## src/rtl/nth_drop_pkg.sv

```systemverilog
package nth_drop_pkg;

    // Position of the framing tracker within a packet
    typedef enum logic [1:0] {
        FR_GAP  = 2'd0,   // between packets: next accepted word is a start
        FR_HDR  = 2'd1,   // inside module headers
        FR_BODY = 2'd2    // inside payload, waiting for end-of-packet word
    } frame_st_t;

    // Register select codes
    localparam logic CFG_SEL_INTERVAL = 1'b0;
    localparam logic CFG_SEL_ENABLE   = 1'b1;

endpackage

```

## src/rtl/nth_frame_tracker.sv

```systemverilog
// nth_frame_tracker
//   Follows packet framing on the control lane. A packet starts on the
//   first accepted word after a gap, stays in headers while control is
//   nonzero, enters payload on the first zero control word, and ends on
//   the next nonzero control word.
//   Assumes: every packet has at least one zero-control payload word.
module nth_frame_tracker
    import nth_drop_pkg::*;
#(
    parameter int CTRL_W = 8
) (
    input  logic              clk,
    input  logic              rst_n,
    input  logic              acc,       // word transferred this cycle
    input  logic [CTRL_W-1:0] ctrl,
    output logic              sof,       // accepted word is a packet start
    output logic              in_pkt     // a packet is open
);

    frame_st_t st_q;
    frame_st_t st_d;
    logic      ctrl_nz;

    assign ctrl_nz = |ctrl;
    assign sof     = acc && (st_q == FR_GAP);
    assign in_pkt  = (st_q != FR_GAP);

    // Next framing state from the accepted word
    always_comb begin
        st_d = st_q;
        if (acc) begin
            case (st_q)
                FR_GAP:  st_d = ctrl_nz ? FR_HDR : FR_BODY;
                FR_HDR:  st_d = ctrl_nz ? FR_HDR : FR_BODY;
                FR_BODY: st_d = ctrl_nz ? FR_GAP : FR_BODY;
                default: st_d = FR_GAP;
            endcase
        end
    end

    // Framing state register
    always_ff @(posedge clk) begin
        if (!rst_n) st_q <= FR_GAP;
        else        st_q <= st_d;
    end

endmodule

```

## src/rtl/nth_cfg_regs.sv

```systemverilog
// nth_cfg_regs
//   Holds the two software registers: the drop interval N and the
//   enable bit. Writes land on the clock edge of the strobe.
//   Assumes: cfg_sel selects one register per write.
module nth_cfg_regs
    import nth_drop_pkg::*;
#(
    parameter int          CNT_W = 16,
    parameter logic [15:0] DEF_N = 16'd10
) (
    input  logic             clk,
    input  logic             rst_n,
    input  logic             we,
    input  logic             sel,
    input  logic [CNT_W-1:0] wdata,
    output logic [CNT_W-1:0] interval,
    output logic             enable
);

    // Interval register
    always_ff @(posedge clk) begin
        if (!rst_n)                            interval <= CNT_W'(DEF_N);
        else if (we && sel == CFG_SEL_INTERVAL) interval <= wdata;
    end

    // Enable register
    always_ff @(posedge clk) begin
        if (!rst_n)                          enable <= 1'b0;
        else if (we && sel == CFG_SEL_ENABLE) enable <= wdata[0];
    end

endmodule

```

## src/rtl/nth_pulse_counter.sv

```systemverilog
// nth_pulse_counter
//   Packet counter driven by two one-cycle pulses: inc adds one, clr
//   zeroes it. A clear in the same cycle as an increment wins.
//   Assumes: the count wraps at its width.
module nth_pulse_counter #(
    parameter int CNT_W = 16
) (
    input  logic             clk,
    input  logic             rst_n,
    input  logic             inc,
    input  logic             clr,
    output logic [CNT_W-1:0] count
);

    // Count update with clear priority
    always_ff @(posedge clk) begin
        if (!rst_n)   count <= '0;
        else if (clr) count <= '0;
        else if (inc) count <= count + 1'b1;
    end

endmodule

```

## src/rtl/nth_drop_decider.sv

```systemverilog
// nth_drop_decider
//   Forms the pass/drop choice for a packet on its first word and holds
//   it for the rest of the packet.
//   Assumes: sof only occurs while no packet is open.
module nth_drop_decider #(
    parameter int CNT_W = 16
) (
    input  logic             clk,
    input  logic             rst_n,
    input  logic             sof,
    input  logic             in_pkt,
    input  logic             enable,
    input  logic [CNT_W-1:0] interval,
    input  logic [CNT_W-1:0] count,
    output logic             start_drop, // choice a start would get now
    output logic             drop_q,     // choice held for the open packet
    output logic             drop_now    // choice for the present word
);

    logic [CNT_W:0] next_cnt;
    logic           small_n;

    assign next_cnt = {1'b0, count} + 1'b1;
    assign small_n  = (interval <= CNT_W'(1));

    // Choice for a packet starting in this cycle
    always_comb begin
        start_drop = enable && (small_n || (next_cnt >= {1'b0, interval}));
    end

    assign drop_now = in_pkt ? drop_q : start_drop;

    // Latch the choice at packet start
    always_ff @(posedge clk) begin
        if (!rst_n)   drop_q <= 1'b0;
        else if (sof) drop_q <= start_drop;
    end

endmodule

```

## src/rtl/every_nth_dropper.sv

```systemverilog
// every_nth_dropper
//   Pipeline stage that forwards packets unchanged and, when enabled,
//   discards one whole packet out of every N. Words of a discarded
//   packet are accepted and never written downstream.
//   Assumes: upstream holds a word stable until it is accepted.
module every_nth_dropper #(
    parameter int          DATA_W = 64,
    parameter int          CTRL_W = 8,
    parameter int          CNT_W  = 16,
    parameter logic [15:0] DEF_N  = 16'd10
) (
    input  logic              clk,
    input  logic              rst_n,
    input  logic [DATA_W-1:0] in_data,
    input  logic [CTRL_W-1:0] in_ctrl,
    input  logic              in_wr,
    output logic              in_rdy,
    output logic [DATA_W-1:0] out_data,
    output logic [CTRL_W-1:0] out_ctrl,
    output logic              out_wr,
    input  logic              out_rdy,
    input  logic              cfg_we,
    input  logic              cfg_sel,
    input  logic [CNT_W-1:0]  cfg_wdata,
    input  logic              count_clear,
    output logic [CNT_W-1:0]  pkt_count
);

    logic             acc;
    logic             sof;
    logic             in_pkt;
    logic             start_drop;
    logic             drop_q;
    logic             drop_now;
    logic             cnt_clr;
    logic             en_q;
    logic [CNT_W-1:0] n_q;

    // Handshake: dropped words drain regardless of downstream
    assign in_rdy   = drop_now | out_rdy;
    assign acc      = in_wr & in_rdy;
    assign out_wr   = acc & ~drop_now;
    assign out_data = in_data;
    assign out_ctrl = in_ctrl;
    assign cnt_clr  = count_clear | (sof & start_drop);

    nth_frame_tracker #(.CTRL_W(CTRL_W)) i_frame (
        .clk    (clk),
        .rst_n  (rst_n),
        .acc    (acc),
        .ctrl   (in_ctrl),
        .sof    (sof),
        .in_pkt (in_pkt)
    );

    nth_cfg_regs #(.CNT_W(CNT_W), .DEF_N(DEF_N)) i_cfg (
        .clk      (clk),
        .rst_n    (rst_n),
        .we       (cfg_we),
        .sel      (cfg_sel),
        .wdata    (cfg_wdata),
        .interval (n_q),
        .enable   (en_q)
    );

    nth_pulse_counter #(.CNT_W(CNT_W)) i_cnt (
        .clk   (clk),
        .rst_n (rst_n),
        .inc   (sof),
        .clr   (cnt_clr),
        .count (pkt_count)
    );

    nth_drop_decider #(.CNT_W(CNT_W)) i_decide (
        .clk        (clk),
        .rst_n      (rst_n),
        .sof        (sof),
        .in_pkt     (in_pkt),
        .enable     (en_q),
        .interval   (n_q),
        .count      (pkt_count),
        .start_drop (start_drop),
        .drop_q     (drop_q),
        .drop_now   (drop_now)
    );

endmodule

```

## config.mk

```make
export PLATFORM = sky130hd
export DESIGN_NAME = every_nth_dropper
export DESIGN_NICKNAME = d
export VERILOG_FILES = /design/src/rtl/nth_drop_pkg.sv /design/src/rtl/nth_frame_tracker.sv /design/src/rtl/nth_cfg_regs.sv /design/src/rtl/nth_pulse_counter.sv /design/src/rtl/nth_drop_decider.sv /design/src/rtl/every_nth_dropper.sv
export SDC_FILE = /design/constraint.sdc
export NUM_CORES = 1
export LEC_CHECK = 0
export BUFFER_PORTS_ARGS = -buffer_cell sky130_fd_sc_hd__buf_2
export CORE_ASPECT_RATIO = 1.25
export CORE_MARGIN = 2
export CORE_UTILIZATION = 35
export DETAILED_ROUTE_END_ITERATION = 6
export PLACE_DENSITY = 0.69
export RECOVER_POWER = 25
export REMOVE_ABC_BUFFERS = 1
export SYNTH_ARGS = -nofsm -noshare
export SYNTH_HDL_FRONTEND = slang
export SYNTH_SLANG_ARGS = --single-unit
```

## constraint.sdc

```tcl
create_clock -name clk -period 4 [get_ports clk]
set_input_delay 0.2 -clock clk [delete_from_list [all_inputs] [get_ports clk]]
set_output_delay 0.2 -clock clk [all_outputs]
set_load 0.005 [all_outputs]
```

==> results of run 1 <==
-- cells in the mapped netlist, drive strengths merged --
cell    number  area share (%)
a211oi       2            0.73
clkbuf       7             1.0
inv         17             2.3
and3         3            0.69
xnor2       12             3.8
nand2       51             7.0
and2         3            0.69
dfxtp       36              26
nand2b       4            0.91
o21bai       1            0.27
or2          1            0.23
ha          17             7.8
a21oi       19             3.5
a21o         1            0.27
o221a        1            0.41
nor4         3            0.69
or3b         1            0.32
o21a         1            0.27
a41oi        1            0.32
mux2i        1            0.37
or3         11             2.5
nand3        9             1.6
o31ai        4             1.3
a221oi       1            0.55
nand4        8             2.1
o211ai       2            0.55
or4          5             1.4
nand3b       2            0.55
nor3         4            0.73
o21ai       14             2.6
nor2b        1            0.23
buf         75              20
nor2        11             1.6
a31oi        3            0.69
a21boi      16             4.4
xor2         3            0.96
-- sequential cells by signal, summed over array words and instances (netlist names) --
| name | flops |
|---|---|
| i_cfg.enable | 1 |
| i_cnt.count | 16 |
| i_decide.drop_q | 1 |
| i_frame.st_q | 2 |
| i_cfg.interval | 16 |
-- power by group through the flow --
stage / combinational (W) / clock [W] / sequential (W)
floorplan: 0.0000472 / 0 / 0.000382
global placement: 0.0000849 / 0 / 0.000384
detailed placement: 0.0000871 / 0 / 0.000385
CTS: 0.0000876 / 0.000363 / 0.000376
global route: 0.0000999 / 0.000376 / 0.000378
finish: 0.0000893 / 0.000356 / 0.000377
-- per-stage QoR --
stage	cells	cell area, sq um	setup slack, ns	hold slack, ns	util [%]
global placement	421	2560	0.459	0.400	33.3
CTS	429	2690	0.0592	0.149	35.0
detailed placement	421	2560	0.206	0.400	33.3
floorplan	269	2150	0.296	0.289	-
global route	429	2720	-0.0430	0.159	35.3
finish	429	2720	0.204	0.157	35.3
-- final timing paths --
path	cells after the start	endpoint	slack, ns
worst max-delay path	14	out_wr	0.20
worst max register to register	14	i_cnt.count[4]	0.39
worst min-delay path	3	i_cfg.interval[2]	0.16
worst min register to register	2	i_cfg.interval[6]	0.49
-- metal layers --
| layer | track usage [%] | up-vias |
|---|---|---|
| met1 | 16.6 | 1062 |
| met3 | 28.5 | 13 |
| met4 | 6.56 | 2 |
| li1 | - | 1095 |
| met2 | 44.3 | 192 |
| met5 | 6.25 | - |
-- cell families (layout without fill, tap and decap cells) --
family,count (synthesis),in the layout
adder cells (fa/ha/maj),17,17
AO/OA/AOI/OAI,66,66
flip-flops,36,36
AND/OR/NAND/NOR,117,117
multiplexers,1,1
buffers and inverters,99,82
XOR/XNOR,15,15
-- worst register-to-register path, stage by stage (launching register included) --
cell and delay (ns):
dfxtp_1 0.45, ha_1 0.29, nand3_1 0.19, nor2_2 0.27
nand3_1 0.17, xnor2_1 0.17, ha_1 0.30, nand4_1 0.20
nor3_2 0.30, nand2_1 0.08, a31oi_1 0.26, o31ai_2 0.17
buf_4 0.22, or3_1 0.31, a21oi_1 0.16
-- timing repair --
action | in CTS | in global routing
setup endpoints to repair | 1 | 15
hold buffers | 0 | 0
resized for setup | 1 | 5
pin swaps | 0 | 0
-- cell type report --
class,instances,area share [%]
clock buffer,7,3.55
clock inverter,1,1.10
inverter,17,2.35
multi-input combinational,216,51.5
sequential,36,26.6
tap,95,4.37
timing repair buffer,57,10.6
==> flow_summary.json, run 1 <==
{
  "diodes": 0,
  "nFillCells": 832,
  "grt_max_degree": 22,
  "area_delta_synth_final_pct": -0.776,
  "vias_per_cell": 5.51,
  "p_int_w": 0.000626,
  "cts_setup_buffers": 0,
  "die_area_sq_um": 8550,
  "max_freq_ghz": 0.263,
  "power_frac_clock_pct": 43.3,
  "pwr-share-comb_pct": 10.9,
  "drtIter0Drc": 158,
  "worst_pin_slew_ns": 1.11,
  "coreArea_sq_um": 7700,
  "syn_inst": 351,
  "num_vias": 2364,
  "synth-seq-cells": 36,
  "muxShareOfSynthArea_pct": 0.365,
  "clk_latency_ns": 0.29,
  "maxSlewViolCount": 0,
  "top_layer": "met5",
  "switching_share_pct": 23.9,
  "required_ns": 3.80,
  "wl_met2_microns": 5300,
  "synth-xor-area-share_pct": 4.80,
  "crit_chain": "ha_1 > nand3_1 > nor2_2 > nand3_1 > xnor2_1 > ha_1 > nand4_1 > nor3_2 > nand2_1 > a31oi_1 > or2_4 > mux2i_1 > and3_1 > buf_2",
  "cellLeakagePower_nw": 1.11,
  "period_needed_ns": 3.80,
  "cp-end-kind": "primary output",
  "drive_gt1_share_pct": 23.1,
  "yosysWarnings": 0,
  "slowest_stage": "dfxtp_1",
  "finClkSkew_ns": 0.00743,
  "numCtsBuffers": 5,
  "synth_adder_area_share_pct": 7.77,
  "reg2reg_from": "i_cnt.count[0]",
  "totalPowerFinal_w": 0.000822,
  "vdd_ir_drop_max_v": 0.000175,
  "seqPwrFrac_pct": 45.8,
  "final_net_count": 445,
  "synth_top_family_by_area": "buffers and inverters",
  "p_sw_w": 0.000196,
  "syn_area_sq_um": 2740,
  "io_buffers": 56,
  "row_count": 36,
  "outcome": "complete, no violations",
  "pin_count": 185,
  "setup_viol": 0,
  "totalWireLength_microns": 10900,
  "yosys.cell_types.count": 45,
  "gp_congestion": 0.893,
  "hold_start": "cfg_wdata[2]",
  "wl_per_cell_microns": 25.5,
  "drv_cap": 0,
  "critical_path.max_fanout": 10,
  "start_util_pct": 35.6,
  "drc": 0,
  "die_height_microns": 103,
  "final_cell_mix": "buf_2, nand2_1, dfxtp_1, a21oi_1",
  "p_per_area_nw_per_um2": 303,
  "clk_path_buf_depth": 2,
  "hold_path.class": "primary input to register",
  "min_period_over_period_pct": 94.9,
  "crit_start": "i_cnt.count[0]",
  "wl_met3_microns": 2620,
  "synth-simple-area-share_pct": 21.2,
  "grt_overflow": 0,
  "multi_input_area_sq_um": 1400,
  "hold_viol": 0,
  "layout_commonest_cell": "buf_2",
  "worstPathArrival_ns": 3.60,
  "hpwlAfterDp_microns": 9380,
  "antenna_found_initial": 0,
  "crit_type": "register to primary output",
  "crit_family": "simple AND/OR/NAND/NOR gates",
  "fp.dieW_microns": 83.1,
  "antenna_left": 0,
  "h-tree-depth": 2,
  "grt_pass1_wl_microns": 15200,
  "clock-sinks": 36,
  "wl_met1_microns": 2720,
  "clk_pin_slew_worst_paths_ns": 0.07,
  "seq_area_sq_um": 722,
  "cpPeakStageDelay_ns": 0.45,
  "slew_headroom_pct": 25.8,
  "grt_use_total_pct": 25.0,
  "first_pass_iters": 4,
  "synth_area_per_cell_sq_um": 7.80,
  "cp_num_buf_inv": 1,
  "cts_tree": "yes",
  "cp-start-kind": "register",
  "yosysSeqAreaShare_pct": 26.3,
  "synth_compound_area_share_pct": 15.8,
  "cts_root_buffer": "clkbuf_8",
  "grt_pass1_vias": 2235,
  "tns_ns": 0
}
Power figures use the tool's default switching activity.
==> run 2, diff against run 1 <==
==> constraint.sdc (replaced) <==
create_clock -name clk -period 4.8 [get_ports clk]
set_input_delay 0.24 -clock clk [delete_from_list [all_inputs] [get_ports clk]]
set_output_delay 0.24 -clock clk [all_outputs]
set_load 0.005 [all_outputs]
==> run 2 against run 1 <==
Worst hold slack gained 0.037 ns. Total power decreased by 21%. Sequential share of layout area increased by 0.43 points. Combinational power is 18% lower. Critical endpoint unchanged. First-iteration DRC count fell by 37%. Critical path depth unchanged. Clock power down 25%. Worst setup slack better by 0.56 ns. Final area is 1.7% lower. Global-route usage down 0.21 points.
==> flow_summary.json, run 2 (synthesis gave the netlist of run 1 again) <==
{
  "drive_gt1_share_pct": 21.6,
  "multi_input_area_sq_um": 1370,
  "num_vias": 2281,
  "cp-end-kind": "primary output",
  "holdPathEnd": "i_cfg.interval[1]",
  "min_period_over_period_pct": 84.1,
  "crit_chain": "and2_1 > nand4_2 > nor3_1 > nand3_1 > xnor2_1 > ha_1 > nand4_1 > nor3_1 > a221oi_2 > a21oi_1 > or2_1 > mux2i_1 > and3_1 > buf_2",
  "top_layer": "met4",
  "fp.dieW_microns": 83.1,
  "hold_slack_ns": 0.194,
  "layout_commonest_cell": "buf_2",
  "grt_max_degree": 26,
  "final_cell_mix": "buf_2, nand2_1, dfxtp_1, a21oi_1",
  "cts_tree": "yes",
  "seq_area_sq_um": 721,
  "cp-start-kind": "register",
  "crit_type": "register to primary output",
  "postCtsResizedCells": 0,
  "period_needed_ns": 4.04,
  "cp_common_cell": "nor3_1",
  "io_buffers": 56,
  "grt_pass1_wl_microns": 15000,
  "cellLeakagePower_nw": 1.07,
  "die_height_microns": 103,
  "numCtsBuffers": 5,
  "grt_overflow": 0,
  "reg_top3": "i_cfg.interval (16), i_cnt.count (16), i_frame.st_q (2)",
  "cts_hold_buf": 0,
  "slew_headroom_pct": 27.1,
  "tns_ns": 0,
  "crit_start": "i_cnt.count[2]",
  "die_area_sq_um": 8550,
  "coreArea_sq_um": 7700,
  "diodes": 0,
  "cts_root_buffer": "clkbuf_8",
  "slowest_stage": "dfxtp_1",
  "hpwlAfterDp_microns": 9360,
  "totalPowerFinal_w": 0.000653,
  "start_util_pct": 35.6,
  "vias_per_cell": 5.32,
  "wl_met1_microns": 2830,
  "post-route-util_pct": 34.7,
  "r2r-end": "i_cnt.count[12]",
  "area_delta_synth_final_pct": -2.51,
  "antenna_found_initial": 0,
  "grt_pass1_vias": 2165,
  "drtIter0Drc": 99,
  "wl_met3_microns": 2620,
  "row_count": 36,
  "outcome": "complete, no violations",
  "critical_path.max_fanout": 10,
  "first_pass_iters": 5,
  "pin_count": 185,
  "final_net_count": 445,
  "hold_viol": 0,
  "setup_viol": 0,
  "worstPathArrival_ns": 3.80,
  "gp_congestion": 0.893,
  "grt_use_total_pct": 24.8,
  "clock-sinks": 36,
  "required_ns": 4.56,
  "reg2reg_from": "i_cnt.count[2]",
  "maxSlewViolCount": 0,
  "vdd_ir_drop_max_v": 0.000116,
  "p_per_area_nw_per_um2": 245,
  "worst_pin_slew_ns": 1.09,
  "drc": 0,
  "clk_path_buf_depth": 2,
  "hold_path.class": "primary input to register",
  "antenna_left": 0,
  "cts_setup_buffers": 0,
  "clk_pin_slew_worst_paths_ns": 0.08,
  "rsz0062_at_grt": "false",
  "finClkSkew_ns": 0.00825,
  "totalWireLength_microns": 10800,
  "r2r_slack_ns": 1.07,
  "drv_cap": 0,
  "wl_met2_microns": 5210,
  "hold_start": "cfg_wdata[1]",
  "cpPeakStageDelay_ns": 0.47,
  "h-tree-depth": 2,
  "worst_hold_path.num_cells": 3,
  "clk_latency_ns": 0.29,
  "reg2regPathDepth": 13,
  "wl_per_cell_microns": 25.1,
  "nFillCells": 798,
  "max_freq_ghz": 0.248
}
## run 2: cell type report
cell class	count	share of cell area [%]
clock buffer	6	2.72
inverter	17	2.39
multi-input combinational	216	51.4
tap	95	4.45
sequential	36	27.0
timing repair buffer	57	10.8
clock inverter	2	1.31
## run 2: how the worst max path moves through the flow
stage	end	slack, ns
5_1_grt	out_wr	0.36
3_5_place_dp	i_cnt.count[12]	1.09
6_report	out_wr	0.76
3_3_place_gp	out_wr	1.24
4_1_cts	out_wr	0.76
2_1_floorplan	i_cnt.count[9]	1.10
## run 2: where the power goes
| part | total [W] | switching, W | internal (W) |
|---|---|---|---|
| sequential | 0.000314 | 0.00000713 | 0.000307 |
| combinational | 0.0000731 | 0.0000420 | 0.0000311 |
| clock | 0.000266 | 0.000112 | 0.000154 |
| total | 0.000653 | 0.000161 | 0.000492 |
## run 2: metrics by stage
stage | instance area (sq um) | worst slack (ns) | instances
global route | 2670 | 0.356 | 429
floorplan | 2150 | 1.10 | 269
global placement | 2560 | 1.24 | 421
detailed placement | 2560 | 1.09 | 421
CTS | 2670 | 0.765 | 429
finish | 2670 | 0.761 | 429
## run 2: worst max-delay path, delay by kind of cell (launching register included)
family	cells	cell delay, ns
adders and majority gates	1	0.32
DFF	1	0.47
buffers and inverters	1	0.12
AOI/OAI and AO/OA	2	0.33
and+or+nand+nor	8	1.96
xor gates and xnor gates	1	0.16
muxes	1	0.14
## run 2: metal layers
layer  vias to the layer above  global-route usage, %
met3                        10                   29.4
met1                      1006                   16.9
met2                       174                   43.5
met5                         -                   2.27
met4                         0                   5.17
li1                       1091                      -
==> run 3, diff against run 2 <==
--- a/config.mk
+++ b/config.mk
@@ -5,12 +5,13 @@
 export SDC_FILE = /design/constraint.sdc
 export NUM_CORES = 1
 export LEC_CHECK = 0
+export ABC_AREA = 1
 export BUFFER_PORTS_ARGS = -buffer_cell sky130_fd_sc_hd__buf_2
 export CORE_ASPECT_RATIO = 1.25
 export CORE_MARGIN = 2
 export CORE_UTILIZATION = 35
 export DETAILED_ROUTE_END_ITERATION = 6
-export PLACE_DENSITY = 0.69
+export PLACE_DENSITY = 0.7
 export RECOVER_POWER = 25
 export REMOVE_ABC_BUFFERS = 1
 export SYNTH_ARGS = -nofsm -noshare
==> constraint.sdc (replaced) <==
create_clock -name clk -period 3.8 [get_ports clk]
set_input_delay 0.19 -clock clk [delete_from_list [all_inputs] [get_ports clk]]
set_output_delay 0.19 -clock clk [all_outputs]
set_load 0.005 [all_outputs]
==> run 3 against run 2 <==
Worst hold slack got worse by 0.071 ns. Clock skew decreased by 0.0021 ns. Sequential share of layout area increased by 0.88 points. Area after synthesis decreased by 1.7%. Combinational power increased by 44%. Core utilization increased by 0.40 points. Total power increased by 22%. Register-to-register slack got worse by 0.53 ns. Global-route usage increased by 0.14 points. Sequential cell count unchanged. Die area decreased by 1.7%. Highest routed layer unchanged.
==> flow_summary.json, run 3 <==
{
  "outcome": "complete, no violations",
  "synth_top_area_share_pct": 26.8,
  "totalWireLength_microns": 10500,
  "grt_max_degree": 28,
  "period_needed_ns": 3.38,
  "async_flop_share_pct": 0,
  "maxSlewViolCount": 0,
  "hold_path.class": "primary input to register",
  "pin_count": 185,
  "critical_path.max_fanout": 5,
  "io_buffers": 56,
  "syn_inst": 369,
  "synth_edf_count": 0,
  "synth-xor-area-share_pct": 3.91,
  "synth.most_common_cell": "buf_4",
  "gp_congestion": 0.940,
  "drive_gt1_share_pct": 22.3,
  "required_ns": 3.61,
  "synth-seq-cells": 36,
  "drc": 0,
  "row_count": 35,
  "grt_use_total_pct": 25.0,
  "cp-start-kind": "register",
  "area_delta_synth_final_pct": -3.58,
  "p_per_area_nw_per_um2": 308,
  "netlist_top_cells_count": "buf_4, nand2_1, inv_1, a21oi_1, dfxtp_1",
  "vdd_ir_drop_max_v": 0.000158,
  "grt_overflow": 0,
  "coreArea_sq_um": 7400,
  "cp-end-kind": "primary output",
  "reg_top3": "i_cfg.interval (16), i_cnt.count (16), i_frame.st_q (2)",
  "synth-simple-area-share_pct": 21.6,
  "clk_latency_ns": 0.29,
  "antenna_left": 0,
  "cts_hold_buf": 0,
  "crit_type": "register to primary output",
  "wl_per_cell_microns": 23.7,
  "tns_ns": 0,
  "clock-sinks": 36,
  "num_vias": 2311,
  "cpPeakStageDelay_ns": 0.38,
  "use_met2_pct": 39.3,
  "nFillCells": 766,
  "worst_pin_slew_ns": 0.765,
  "yosysSeqAreaShare_pct": 26.8,
  "grt_pass1_vias": 2104,
  "grt_util_met1_pct": 19.2,
  "final_net_count": 462,
  "clk_pin_slew_worst_paths_ns": 0.07,
  "setup_viol": 0,
  "max_freq_ghz": 0.296,
  "diodes": 0,
  "synth_compound_area_share_pct": 11.3,
  "crit_chain": "inv_1 > nor2_2 > nand4_1 > nor2_1 > nand3_1 > nor2_2 > nand3_1 > xnor2_2 > ha_1 > nand2_1 > nor2_1 > nand4_1 > nand3b_1 > nor2_1 > nand2_1 > nand2_2 > nand3_2 > nand2_1 > inv_1 > nand3_1 > inv_1 > buf_2",
  "numCtsBuffers": 5,
  "hpwlAfterDp_microns": 9120,
  "cellLeakagePower_nw": 1.27,
  "cts_tree": "yes",
  "die_height_microns": 102,
  "min_period_over_period_pct": 89.0,
  "grt_pass1_wl_microns": 14400,
  "yosysTopAreaCell": "dfxtp_1",
  "drv_cap": 0,
  "h-tree-depth": 2,
  "slew_headroom_pct": 49.0,
  "first_pass_iters": 4,
  "antenna_found_initial": 0,
  "worstPathArrival_ns": 3.19,
  "cts_root_buffer": "clkbuf_8",
  "rsz0062_at_grt": "false",
  "r2r_slack_ns": 0.54,
  "slowest_stage": "dfxtp_2",
  "clk_path_buf_depth": 2,
  "fp.dieW_microns": 82.4,
  "layout_commonest_cell": "buf_2",
  "die_area_sq_um": 8410,
  "synth_area_per_cell_sq_um": 7.29,
  "synth_adder_area_share_pct": 7.90,
  "synth_top_flop_cell": "dfxtp_1",
  "syn_area_sq_um": 2690,
  "final_cell_mix": "buf_2, nand2_1, inv_1, a21oi_1, dfxtp_1",
  "drtIter0Drc": 104,
  "yosysWarnings": 0,
  "grt_use_met3_pct": 28.8,
  "grt.busiest_layer": "met2",
  "finClkSkew_ns": 0.00619,
  "vias_per_cell": 5.23,
  "synth.area.top_cells": "dfxtp_1, buf_4, ha_1, nand2_1, a21oi_1",
  "hold_viol": 0,
  "synth_top_family_by_area": "buffers and inverters",
  "post-route-util_pct": 35.1,
  "start_util_pct": 36.4,
  "yosys.cell_types.count": 26,
  "muxShareOfSynthArea_pct": 0
}
==> run 3: cell types whose count changed after synthesis, moves of 4 or more <==
cell      previous run  this run
or4_1                5         0
or3_1               11         0
nand4_1              7        21
o21ai_0             13        17
inv_1               17        42
nand2b_1             4         0
a21oi_1             19        38
xor2_1               3         8
a21boi_0            16         0
xnor2_1             12         4
nor2_1              10        25
==> run 3: final cells by class <==
class                           count  area, sq um  area share, %
Timing Repair Buffer               57          288           11.1
Inverter                           42          158           6.08
Tap cell                           92          115           4.44
Multi-Input combinational cell    208         1210           46.8
Clock buffer                        7         96.3           3.71
Sequential cell                    36          723           27.9
==> run 3: logic make-up (layout without fill, tap and decap cells) <==
group                    after synthesis  count (layout)
XOR/XNOR                              12              12
AO/OA/AOI/OAI                         59              59
buffers and inverters                125             106
adder cells (fa/ha/maj)               17              17
flip-flops                            36              36
AND/OR/NAND/NOR                      120             120
==> run 3: power breakdown <==
part	switching (W)	total (W)	internal, W
Clock	0.000135	0.000297	0.000162
Sequential	0.00000648	0.000398	0.000391
Combinational	0.0000673	0.000105	0.0000374
Total	0.000209	0.000799	0.000590
==> run 3: final timing paths <==
check / start / end / cells past startpoint
worst max-delay path: i_cnt.count[0] / out_wr / 22
worst min-delay path: cfg_wdata[1] / i_cfg.interval[1] / 3
worst max register to register: i_cnt.count[0] / i_cnt.count[15] / 21
worst min register to register: i_decide.drop_q / i_decide.drop_q / 2
==> run 3: metal layers <==
layer	wire length, microns	vias to the layer above
met4	326	0
li1	-	1093
met1	2750	991
met2	4660	210
met5	0	-
met3	2750	17
==> run 3: metrics by stage <==
| stage | worst slack [ns] | hold WS [ns] | total power, W | area (sq um) | instances |
|---|---|---|---|---|---|
| finish | 0.418 | 0.122 | 0.000799 | 2590 | 442 |
| global route | 0.0497 | 0.132 | 0.000839 | 2590 | 442 |
| CTS | 0.234 | 0.116 | 0.000806 | 2580 | 442 |
| detailed placement | 0.453 | 0.380 | 0.000509 | 2480 | 435 |
| global placement | 0.553 | 0.380 | 0.000506 | 2480 | 435 |
| floorplan | 0.784 | 0.289 | 0.000463 | 2080 | 286 |
==> run 3: repair_timing <==
action	in CTS	in global routing
endpoints found under the setup margin	0	3
setup buffers	0	0
gates resized for setup	0	5
==> run 3: worst max-delay path: cells and delay by family (launching register included) <==
family | cells | cell delay [ns]
flops | 1 | 0.38
simple gates | 16 | 1.74
fa+ha+maj | 1 | 0.30
buf+inv | 4 | 0.32
xor+xnor | 1 | 0.18
